[src/rtl/byte_lane_biu.sv]
module byte_lane_biu #(
  parameter int ADDR_W = 24
) (
  input  logic              clk,
  input  logic              rst_n,
  input  logic              req_valid,
  input  logic [ADDR_W-1:0] req_addr,
  input  logic              req_word,
  input  logic              req_write,
  input  logic [15:0]       req_wdata,
  output logic              req_done,
  output logic [15:0]       req_rdata,
  output logic              bus_cyc,
  output logic [ADDR_W-2:0] bus_waddr,
  output logic              bus_a0,
  output logic              bus_bhe_n,
  output logic              bus_we,
  output logic [15:0]       bus_dout,
  input  logic [15:0]       bus_din,
  input  logic              bus_rdy
);

  typedef enum logic [1:0] {S_IDLE, S_FIRST, S_SECOND} state_t;

  state_t            st;
  logic [ADDR_W-1:0] addr_q;
  logic              word_q, we_q;
  logic [15:0]       wd_q;
  logic              done_q;
  logic [15:0]       rdata_q;

  logic              in_first, in_second, split;
  logic [ADDR_W-1:0] cur_addr;

  assign in_first  = (st == S_FIRST);
  assign in_second = (st == S_SECOND);
  assign split     = word_q & addr_q[0];
  assign cur_addr  = in_second ? addr_q + ADDR_W'(1) : addr_q;

  assign bus_cyc   = in_first | in_second;
  assign bus_waddr = cur_addr[ADDR_W-1:1];
  assign bus_a0    = in_first & addr_q[0];
  assign bus_bhe_n = ~(in_first & (word_q | addr_q[0]));
  assign bus_we    = bus_cyc & we_q;

  always_comb begin
    bus_dout = 16'h0000;
    if (bus_we) begin
      if (in_second)               bus_dout = {wd_q[15:8], wd_q[15:8]};
      else if (word_q & ~addr_q[0]) bus_dout = wd_q;
      else                          bus_dout = {wd_q[7:0], wd_q[7:0]};
    end
  end

  always_ff @(posedge clk or negedge rst_n) begin
    if (!rst_n) begin
      st      <= S_IDLE;
      addr_q  <= '0;
      word_q  <= 1'b0;
      we_q    <= 1'b0;
      wd_q    <= '0;
      done_q  <= 1'b0;
      rdata_q <= '0;
    end else begin
      done_q <= 1'b0;
      case (st)
        S_IDLE: if (req_valid) begin
          addr_q <= req_addr;
          word_q <= req_word;
          we_q   <= req_write;
          wd_q   <= req_wdata;
          st     <= S_FIRST;
        end
        S_FIRST: if (bus_rdy) begin
          if (split) begin
            if (!we_q) rdata_q[7:0] <= bus_din[15:8];
            st <= S_SECOND;
          end else begin
            if (!we_q) begin
              if (word_q)         rdata_q <= bus_din;
              else if (addr_q[0]) rdata_q <= {8'h00, bus_din[15:8]};
              else                rdata_q <= {8'h00, bus_din[7:0]};
            end
            done_q <= 1'b1;
            st     <= S_IDLE;
          end
        end
        S_SECOND: if (bus_rdy) begin
          if (!we_q) rdata_q[15:8] <= bus_din[7:0];
          done_q <= 1'b1;
          st     <= S_IDLE;
        end
        default: st <= S_IDLE;
      endcase
    end
  end

  assign req_done  = done_q;
  assign req_rdata = rdata_q;

endmodule

[config.mk]
export PLATFORM = sky130hd
export DESIGN_NAME = byte_lane_biu
export DESIGN_NICKNAME = d
export VERILOG_FILES = /design/src/rtl/byte_lane_biu.sv
export SDC_FILE = /design/constraint.sdc
export NUM_CORES = 1
export LEC_CHECK = 0
export BUFFER_PORTS_ARGS = -buffer_cell sky130_fd_sc_hd__buf_2
export CAP_MARGIN = 15
export CELL_PAD_IN_SITES_DETAIL_PLACEMENT = 1
export CELL_PAD_IN_SITES_GLOBAL_PLACEMENT = 1
export CORE_MARGIN = 2
export CORE_UTILIZATION = 39
export CTS_BUF_LIST = sky130_fd_sc_hd__clkbuf_8
export CTS_CLUSTER_SIZE = 25
export DETAILED_ROUTE_END_ITERATION = 7
export MAX_ROUTING_LAYER = met4
export PLACE_DENSITY_LB_ADDON = 0.05
export SLEW_MARGIN = 15
export SYNTH_ARGS = -nofsm -noshare
export SYNTH_HDL_FRONTEND = slang
export SYNTH_SLANG_ARGS = --single-unit
[constraint.sdc]
create_clock -name clk -period 2.7 [get_ports clk]
set_clock_uncertainty 0.15 [all_clocks]
set_input_delay 0.27 -clock clk [delete_from_list [all_inputs] [get_ports clk]]
set_output_delay 0.27 -clock clk [all_outputs]
set_load 0.01 [all_outputs]
==> results.sh, run 1 <==
export IMPL_cpPeakStageDelay_ns=0.62
export IMPL_cp_slowest_cell="or4_4"
export IMPL_async_flop_share_pct=100
export IMPL_use_met1_pct=23.1
export IMPL_finalCritPeriodShare_pct=97.5
export IMPL_fmax_ghz=0.380
export IMPL_dpl_hpwl_um=6080
export IMPL_regArea_mm2=0.00153
export IMPL_end_kind="primary output"
export IMPL_cts_htree_levels=3
export IMPL_rsz0062_at_grt="true"
export IMPL_worst_slew_pin_slew_ns=0.723
export IMPL_vias=2589
export IMPL_totalPowerFinal_mw=5.06
export IMPL_cts_clk_slew_worst_paths_ns=0.07
export IMPL_design_core_area_mm2=0.00809
export IMPL_die_x_um=94.8
export IMPL_io_pins=122
export IMPL_synth_edf_count=0
export IMPL_std_cell_rows=33
export IMPL_first_pass_iters=4
export IMPL_final_util_pct=52.3
export IMPL_status="completed"
export IMPL_drive_above_1_share_pct=48.3
export IMPL_path_cells="inv_2, ha_4, nand4_1, or4_4, nor4_4, xor2_1, buf_2"
export IMPL_drc=0
export IMPL_vias_per_cell=4.89
export IMPL_grt_overflow=0
export IMPL_yosysUniqueCellTypes=32
export IMPL_cts_root_buffer="clkbuf_8"
export IMPL_p_per_area_mw_per_mm2=1200
export IMPL_setup_slack_ns=0.0671
export IMPL_ant_nets=0
export IMPL_maxCapViolCount=0
export IMPL_avgSynthCellArea_um2=11.3
export IMPL_grt_max_degree=34
export IMPL_max_slew_margin_pct=51.8
export IMPL_grt_pass1_vias=2669
export IMPL_busiest_layer="met2"
export IMPL_pre_cts_slack_ns=0.140
export IMPL_critPathLaunchType="register"
export IMPL_synthFlopType="dfrtp_1"
export IMPL_p_leak_nw=2.04
export IMPL_gp_congestion=0.793
export IMPL_netlist_area_mm2=0.00321
export IMPL_synthesis_nets=352
export IMPL_antenna_cells=0
export IMPL_ys_ff_latch=61
export IMPL_arrival_ns=2.21
export IMPL_wire_per_inst_um=14.8
export IMPL_final_cell_count_no_fill=529
export IMPL_nNetsFinal=486
export IMPL_ys_warn_count=0
export IMPL_cts_max_path_buffers=2
export IMPL_cts_buffers=9
export IMPL_critical_path_class="reg -> out"
export IMPL_grt_util_all_layers_pct=18.7
export IMPL_setup_tns_ns=0
export IMPL_seq_area_frac_synth_pct=47.5
export IMPL_peakVddDrop_uv=536
export IMPL_multi_input_area_mm2=0.00162
export IMPL_grt_pass1_wl_um=12600
export IMPL_period_minus_slack_ns=2.63
export IMPL_cts_tree="done"
export IMPL_first_iter_violations=39
export IMPL_worstHoldPathType="in -> reg"
export IMPL_cts_sinks=61
export IMPL_insertion_delay_ns=0.32
export IMPL_wl_um=7850
export IMPL_dpl_cell_count=507
export IMPL_start_util_pct=39.7
export IMPL_syn2layout_area_growth_pct=31.7
export IMPL_hold_violations=0
export IMPL_io_buffers=121
export IMPL_antenna_found_initial=0
export IMPL_drv_slew=0
export IMPL_setup_viol=0
export IMPL_grtUsageMet3_pct=3.99
export IMPL_path_max_fanout=3
export IMPL_die_y_um=94.8
export IMPL_die_area_mm2=0.00898
export IMPL_synthCells=285
export IMPL_fillers=952
export IMPL_crit_required_ns=2.28
export IMPL_use_met2_pct=31.1
## synthesized netlist by cell type, types with 2 or more instances
cell type / count / area share, %
nand3_1: 8 / 1.2
mux2i_1: 24 / 7.5
and4_1: 4 / 1.1
a22oi_1: 8 / 1.9
clkbuf_1: 5 / 0.58
nor2_1: 32 / 3.7
a21oi_1: 9 / 1.4
ha_1: 5 / 1.9
nor4_1: 2 / 0.39
xnor2_1: 15 / 4.1
inv_1: 6 / 0.70
clkbuf_8: 2 / 0.86
dfrtp_1: 61 / 48
buf_1: 4 / 0.47
xor2_1: 7 / 1.9
o21ai_0: 9 / 1.4
nand2_1: 20 / 2.3
mux2_2: 45 / 16
nand4_1: 6 / 1.2
## cell usage in the layout, fill, tap and decap left out, types with 3 or more instances in the layout
| cell type | n |
|---|---|
| o21ai_0 | 9 |
| xnor2_1 | 15 |
| nor2_1 | 31 |
| buf_4 | 10 |
| mux2i_1 | 24 |
| a21oi_1 | 9 |
| ha_1 | 4 |
| dfrtp_1 | 61 |
| inv_1 | 6 |
| mux2_2 | 45 |
| nand3_1 | 8 |
| xor2_1 | 7 |
| buf_12 | 3 |
| nand4_1 | 6 |
| clkbuf_8 | 11 |
| nand2_1 | 19 |
| buf_2 | 121 |
| and4_1 | 4 |
| a22oi_1 | 8 |
| clkinv_2 | 3 |
## worst max-delay path, delay by kind of cell (launching register included)
kind | cells | cell delay, ns
xor+xnor | 1 | 0.16
fa+ha+maj | 1 | 0.15
buf+inv | 2 | 0.25
flops | 1 | 0.41
simple gates | 3 | 0.92
## per-stage QoR
step | cell area, um^2 | hold slack, ns
after floorplan | 3210 | -0.176
after global routing | 4230 | 0.00380
after detailed placement | 3970 | 0.225
final | 4230 | 0.0187
after CTS | 4190 | 0.000603
after global placement | 3970 | 0.223
## sequential cells by signal, summed over array words and instances (netlist names)
signal and cells:
we_q 1, addr_q 24, wd_q 16, st 2
req_done 1, req_rdata 16, word_q 1
## area by class of cell
cell class | instances | area share [%]
inverter | 6 | 0.532
clock buffer | 11 | 3.58
tap | 105 | 3.11
sequential | 61 | 36.1
clock inverter | 5 | 0.621
multi-input combinational | 206 | 38.3
timing repair buffer | 135 | 17.7
## worst paths after layout
| kind | from | end | slack (ns) | cells past startpoint |
|---|---|---|---|---|
| max in group asynchronous | rst_n | wd_q[7] | 1.39 | 3 |
| setup / recovery | st[0] | bus_waddr[20] | 0.07 | 7 |
| setup reg to reg | st[0] | addr_q[2] | 0.76 | 6 |
| hold reg to reg | req_rdata[3] | req_rdata[3] | 0.33 | 2 |
| hold / removal | req_addr[9] | addr_q[9] | 0.02 | 2 |
| min in group asynchronous | rst_n | addr_q[8] | 0.38 | 2 |
## cell families (layout without fill, tap and decap cells)
logic type	after synthesis	in the layout	synth area share, %
AOI/OAI and AO/OA	28	28	5.14
xor gates and xnor gates	22	22	6.00
adders and majority gates	5	5	1.95
buffers and inverters	18	157	2.76
DFF	61	61	47.5
muxes	69	69	23.2
and+or+nand+nor	82	82	13.4
## where the power goes
part	internal (mW)	switching [mW]	leakage, nW
logic	1.26	1.26	1.22
clock network	0.375	0.339	0.0963
registers	1.39	0.437	0.725
## layer usage
layer,wire length (um),up-vias
met2,3980,64
met1,3470,1249
met4,24,0
li1,-,1274
met5,0,-
met3,374,2
## repair_timing
| action | CTS | global route |
|---|---|---|
| pin swaps | 1 | 5 |
| setup endpoints to repair | 6 | 11 |
| setup buffers | 2 | 3 |
| resized for setup | 4 | 4 |
| hold buffers | 1 | 0 |
| endpoints found under the hold margin | 29 | 0 |
| gates cloned | 0 | 0 |
Power figures use the tool's default switching activity.
==> inputs of run 2 (changes only) <==
--- a/config.mk
+++ b/config.mk
@@ -16,6 +16,7 @@
 export DETAILED_ROUTE_END_ITERATION = 7
 export MAX_ROUTING_LAYER = met4
 export PLACE_DENSITY_LB_ADDON = 0.05
+export RECOVER_POWER = 100
 export SLEW_MARGIN = 15
 export SYNTH_ARGS = -nofsm -noshare
 export SYNTH_HDL_FRONTEND = slang
==> run 2 against run 1 <==
The run now ends with max-capacitance violations, max-slew violations left. Maximum frequency hardly changed. Final cell count stayed put. Setup slack hardly changed. Worst hold slack hardly changed. Via count is 0.27% lower. Clock-buffer cell count stayed put. Combinational power hardly changed. Routed wire length is 0.17% lower. Sequential power hardly changed. First-iteration DRC count is 13% higher. Core utilization is 0.28 points lower. Non-clock buffer count stayed put. Largest cell class unchanged.
==> results.sh, run 2 (synthesized netlist as in run 1, its figures left out) <==
export IMPL_cts_tree="done"
export IMPL_drc=0
export IMPL_gp_congestion=0.793
export IMPL_io_buffers=121
export IMPL_critical_path_class="reg -> out"
export IMPL_fillers=966
export IMPL_setup_viol=0
export IMPL_final_common_cell="buf_2"
export IMPL_cts_root_buffer="clkbuf_8"
export IMPL_die_y_um=94.8
export IMPL_stdcell_area_mm2=0.00421
export IMPL_cts_clk_slew_worst_paths_ns=0.07
export IMPL_nNetsFinal=486
export IMPL_drv_slew=30
export IMPL_design_core_area_mm2=0.00809
export IMPL_p_per_area_mw_per_mm2=1200
export IMPL_largest_register="addr_q"
export IMPL_final_util_pct=52.0
export IMPL_p_leak_nw=1.99
export IMPL_cts_buffers=9
export IMPL_antenna_cells=0
export IMPL_wire_per_inst_um=14.8
export IMPL_critPathLaunchType="register"
export IMPL_start_util_pct=39.7
export IMPL_grt_pass1_vias=2669
export IMPL_grt_max_degree=34
export IMPL_wl_um=7840
export IMPL_status="complete, but fails checks"
export IMPL_drive_above_1_share_pct=44.1
export IMPL_syn2layout_area_growth_pct=31.0
export IMPL_vias=2582
export IMPL_maxCapViolCount=1
export IMPL_grt_overflow=0
export IMPL_antenna_found_initial=0
export IMPL_setup_tns_ns=0
export IMPL_insertion_delay_ns=0.32
export IMPL_fin_hold_ws_ns=0.0185
export IMPL_path_max_fanout=3
export IMPL_arrival_ns=2.21
export IMPL_end_kind="primary output"
export IMPL_layout_common_cells="103 x buf_2, 61 x dfrtp_1, 45 x mux2_2"
export IMPL_grt_pass1_wl_um=12600
export IMPL_first_pass_iters=4
export IMPL_dpl_hpwl_um=6080
export IMPL_cts_htree_levels=3
export IMPL_finalCritPeriodShare_pct=97.5
export IMPL_rsz0062_at_grt="true"
export IMPL_dpl_cell_count=507
export IMPL_crit_required_ns=2.28
export IMPL_die_x_um=94.8
export IMPL_final_cell_count_no_fill=529
export IMPL_cts_max_path_buffers=2
export IMPL_grt_util_all_layers_pct=18.7
export IMPL_fmax_ghz=0.380
export IMPL_hold_violations=0
export IMPL_worst_slew_pin_slew_ns=1.74
export IMPL_largest_register_ffs=24
export IMPL_peakVddDrop_uv=536
export IMPL_first_iter_violations=44
export IMPL_vias_per_cell=4.88
export IMPL_io_pins=122
export IMPL_ant_nets=0
export IMPL_violations="max-capacitance violations, max-slew violations"
export IMPL_dpl_cell_area_mm2=0.00397
export IMPL_cts_sinks=61
export IMPL_max_slew_margin_pct=-15.9
export IMPL_period_minus_slack_ns=2.63
export IMPL_die_area_mm2=0.00898
export IMPL_std_cell_rows=33
export IMPL_worstHoldPathType="in -> reg"
[run 2: path summary, 6_finish.rpt]
kind / cells after the start / slack (ns) / endpoint / start
setup / recovery: 7 / 0.07 / bus_waddr[20] / st[0]
hold / removal: 2 / 0.02 / addr_q[9] / req_addr[9]
setup reg to reg: 6 / 0.76 / addr_q[2] / st[0]
hold reg to reg: 2 / 0.33 / req_rdata[3] / req_rdata[3]
max in group asynchronous: 2 / 0.60 / addr_q[14] / rst_n
min in group asynchronous: 2 / 0.78 / addr_q[8] / rst_n
[run 2: final cells by class]
class	count	area [um^2]	share of cell area, %
clock buffer	11	151	3.60
tap	105	131	3.12
sequential	61	1530	36.3
inverter	6	22.5	0.535
multi-input combinational	206	1620	38.5
clock inverter	5	26.3	0.624
timing repair buffer	135	728	17.3
[run 2: repair_timing]
action                     in CTS  in global routing
resized for setup               4                  4
hold endpoints to repair       29                  0
pin swaps                       1                  5
buffers inserted                2                  3
setup endpoints to repair       6                 11
hold buffers                    1                  0
[run 2: metrics by stage]
stage / power (mW) / setup WS [ns]
2_1_floorplan: 3.43 / 0.429
5_1_grt: 5.47 / -0.0602
3_3_place_gp: 4.26 / 0.280
4_1_cts: 5.10 / -0.00303
6_report: 5.03 / 0.0674
3_5_place_dp: 4.34 / 0.140
[run 2: per-layer routing]
layer	GRT usage (%)	vias to the layer above	wire length (um)
met2	31.1	62	3980
met3	3.99	2	389
met4	5.07	0	24
met1	23.1	1245	3440
li1	-	1273	-
met5	-	-	0
[run 2: power by group]
group / internal (mW) / leakage [nW] / total [mW] / switching, mW
logic: 1.23 / 1.17 / 2.49 / 1.26
registers: 1.39 / 0.725 / 1.83 / 0.441
clock network: 0.375 / 0.0963 / 0.713 / 0.339
total: 2.99 / 1.99 / 5.03 / 2.04
[run 2: critical path, cell delays in order (launching register included)]
cell and delay, ns:
dfrtp_1 0.41, inv_2 0.10, ha_4 0.15, nand4_1 0.14, or4_4 0.62, nor4_4 0.16, xor2_1 0.16, buf_2 0.15
==> inputs of run 3 (changes only) <==
--- a/config.mk
+++ b/config.mk
@@ -5,18 +5,19 @@
 export SDC_FILE = /design/constraint.sdc
 export NUM_CORES = 1
 export LEC_CHECK = 0
+export ABC_AREA = 1
 export BUFFER_PORTS_ARGS = -buffer_cell sky130_fd_sc_hd__buf_2
 export CAP_MARGIN = 15
 export CELL_PAD_IN_SITES_DETAIL_PLACEMENT = 1
 export CELL_PAD_IN_SITES_GLOBAL_PLACEMENT = 1
 export CORE_MARGIN = 2
-export CORE_UTILIZATION = 39
+export CORE_UTILIZATION = 37
 export CTS_BUF_LIST = sky130_fd_sc_hd__clkbuf_8
 export CTS_CLUSTER_SIZE = 25
 export DETAILED_ROUTE_END_ITERATION = 7
-export MAX_ROUTING_LAYER = met4
 export PLACE_DENSITY_LB_ADDON = 0.05
 export RECOVER_POWER = 100
+export REMOVE_ABC_BUFFERS = 1
 export SLEW_MARGIN = 15
 export SYNTH_ARGS = -nofsm -noshare
 export SYNTH_HDL_FRONTEND = slang
==> run 3 against run 2 <==
The flow still finishes with violations (max-capacitance violations, max-slew violations). Setup slack improved by 0.18 ns. Global-route usage rose by 2.3 points. Maximum frequency rose by 7.3%. Sequential share of layout area fell by 2.2 points. Worst hold slack barely moved. Via count rose by 31%. Clock-buffer cell count fell by 2. First-iteration DRC count rose by 48%. Synthesized cell count rose by 56%. Critical endpoint is now bus_dout[8].
==> results.sh, run 3 <==
export IMPL_drc=0
export IMPL_seq_area_frac_synth_pct=43.6
export IMPL_design_core_area_mm2=0.00920
export IMPL_ant_nets=0
export IMPL_fin_hold_ws_ns=0.0180
export IMPL_antenna_found_initial=0
export IMPL_synth_area_leader_cell="dfrtp_1"
export IMPL_stdcell_area_mm2=0.00449
export IMPL_grt_pass1_wl_um=16900
export IMPL_r2r_setup_slack_ns=0.29
export IMPL_p_leak_nw=2.20
export IMPL_largest_register="addr_q"
export IMPL_dpl_cell_area_mm2=0.00422
export IMPL_r2r_end="addr_q[12]"
export IMPL_rsz0062_at_grt="false"
export IMPL_avgSynthCellArea_um2=7.87
export IMPL_synth_edf_count=0
export IMPL_hold_violations=0
export IMPL_min_delay_start="req_addr[2]"
export IMPL_syn2layout_area_growth_pct=28.1
export IMPL_yosysUniqueCellTypes=33
export IMPL_critPathLaunch="st[0]"
export IMPL_end_kind="primary output"
export IMPL_worstHoldPathType="in -> reg"
export IMPL_max_slew_margin_pct=-11.9
export IMPL_critPathLaunchType="register"
export IMPL_arrival_ns=2.03
export IMPL_critical_path_class="reg -> out"
export IMPL_synthTopCellsByCount="120 x nand2_1, 61 x dfrtp_1, 48 x nor2_1, 42 x inv_1, 37 x a21oi_1"
export IMPL_drv_slew=28
export IMPL_setup_viol=0
export IMPL_final_common_cell="nand2_1"
export IMPL_first_pass_iters=4
export IMPL_status="complete, but fails checks"
export IMPL_wl_met1_um=4270
export IMPL_insertion_delay_ns=0.34
export IMPL_die_y_um=101
export IMPL_layout_common_cells="120 x nand2_1, 68 x buf_2, 61 x dfrtp_1"
export IMPL_p_per_area_mw_per_mm2=1110
export IMPL_synth_top_cell_area_share_pct=43.6
export IMPL_cts_sinks=61
export IMPL_largest_register_ffs=24
export IMPL_vias=3371
export IMPL_dr_max_layer_used="met4"
export IMPL_cts_clk_slew_worst_paths_ns=0.06
export IMPL_cts_max_path_buffers=2
export IMPL_grt_overflow=0
export IMPL_path_max_fanout=16
export IMPL_period_minus_slack_ns=2.45
export IMPL_synthFlopType="dfrtp_1"
export IMPL_io_buffers=121
export IMPL_grt_pass1_vias=3530
export IMPL_ys_ff_latch=61
export IMPL_final_cell_count_no_fill=699
export IMPL_worst_slew_pin_slew_ns=1.68
export IMPL_antenna_cells=0
export IMPL_cts_htree_levels=3
export IMPL_dpl_hpwl_um=7530
export IMPL_setup_tns_ns=0
export IMPL_maxCapViolCount=1
export IMPL_vias_per_cell=4.82
export IMPL_r2r_start="st[1]"
export IMPL_nNetsFinal=650
export IMPL_peakVddDrop_uv=509
export IMPL_io_pins=122
export IMPL_wl_met3_um=498
export IMPL_netlist_area_mm2=0.00350
export IMPL_cts_root_buffer="clkbuf_8"
export IMPL_first_iter_violations=65
export IMPL_grt_util_all_layers_pct=21.0
export IMPL_dpl_cell_count=668
export IMPL_ys_warn_count=0
export IMPL_crit_required_ns=2.28
export IMPL_synthCells=445
export IMPL_fillers=1221
export IMPL_drive_above_1_share_pct=21.9
export IMPL_violations="max-capacitance violations, max-slew violations"
export IMPL_die_area_mm2=0.0103
export IMPL_std_cell_rows=35
export IMPL_cts_tree="done"
export IMPL_wl_um=10100
export IMPL_synth_top_cells_by_area="dfrtp_1 44%, nand2_1 13%, mux2_2 7.4%, a21oi_1 5.3%, nor2_1 5.1%"
export IMPL_wire_per_inst_um=14.4
export IMPL_start_util_pct=38.1
export IMPL_grt_max_degree=35
export IMPL_holdPathEnd="addr_q[2]"
export IMPL_fmax_ghz=0.408
export IMPL_cts_buffers=9
export IMPL_gp_congestion=0.806
export IMPL_die_x_um=101
export IMPL_finalCritPeriodShare_pct=90.9
export IMPL_synth_most_common_cell="nand2_1"
export IMPL_routed_wl_met2_um=5220
export IMPL_reg2reg_depth=5
export IMPL_totalPowerFinal_mw=5.00
export IMPL_min_path_cells=2
export IMPL_async_flop_share_pct=100
-- run 3: area by class of cell --
type	count	area, um^2	share of cell area (%)
well taps	111	139	3.10
flip-flops and latches	61	1530	34.0
clock buffers	9	124	2.76
inverters	49	190	4.24
clock inverters	7	91.3	2.04
repair buffers	141	738	16.5
multi-input cells	321	1680	37.4
-- run 3: cells by family (layout without fill, tap and decap cells) --
family                   Yosys count  count (layout)  synth area share [%]
XOR/XNOR                           8               8                  2.00
buffers and inverters             63             206                  7.61
AO/OA/AOI/OAI                     87              87                  13.5
flip-flops                        61              61                  43.6
AND/OR/NAND/NOR                  198             198                  24.2
multiplexers                      23              23                  7.40
adder cells (fa/ha/maj)            5               5                  1.79
-- run 3: repair_timing --
action	in CTS	in global routing
setup endpoints to repair	0	15
endpoints found under the hold margin	40	1
hold buffers	14	1
setup buffers	0	0
resized for setup	0	3
-- run 3: how the worst max path moves through the flow --
| stage | to | slack [ns] | cells past startpoint |
|---|---|---|---|
| after global routing | bus_dout[13] | 0.03 | 7 |
| final | bus_dout[8] | 0.25 | 7 |
| after global placement | bus_waddr[17] | 0.55 | 7 |
| after detailed placement | bus_dout[1] | 0.47 | 6 |
| after floorplan | addr_q[10] | 0.30 | 4 |
| after CTS | bus_dout[1] | 0.09 | 6 |
-- run 3: stage by stage --
step                      util (%)  setup WS [ns]
after floorplan                  -          0.300
after global placement        45.9          0.552
after detailed placement      45.9          0.466
after CTS                     49.8         0.0920
after global routing          48.8         0.0304
final                         48.8          0.246
-- run 3: worst max-delay path, cell delays in order (launching register included) --
cell and delay, ns:
dfrtp_1 0.38, inv_1 0.12, ha_2 0.30, inv_2 0.12
o21ai_2 0.27, o21ai_0 0.16, a21oi_1 0.16, clkbuf_1 0.18
-- run 3: report_power, final --
part	switching (mW)	internal, mW
clock network	0.379	0.516
logic	1.52	0.904
registers	0.340	1.34
total	2.24	2.76
-- run 3: per-layer routing --
layer,up-vias,GRT usage [%]
met5,-,0
met4,0,6.24
met3,6,5.45
met2,69,38.1
met1,1593,24.1
li1,1703,-
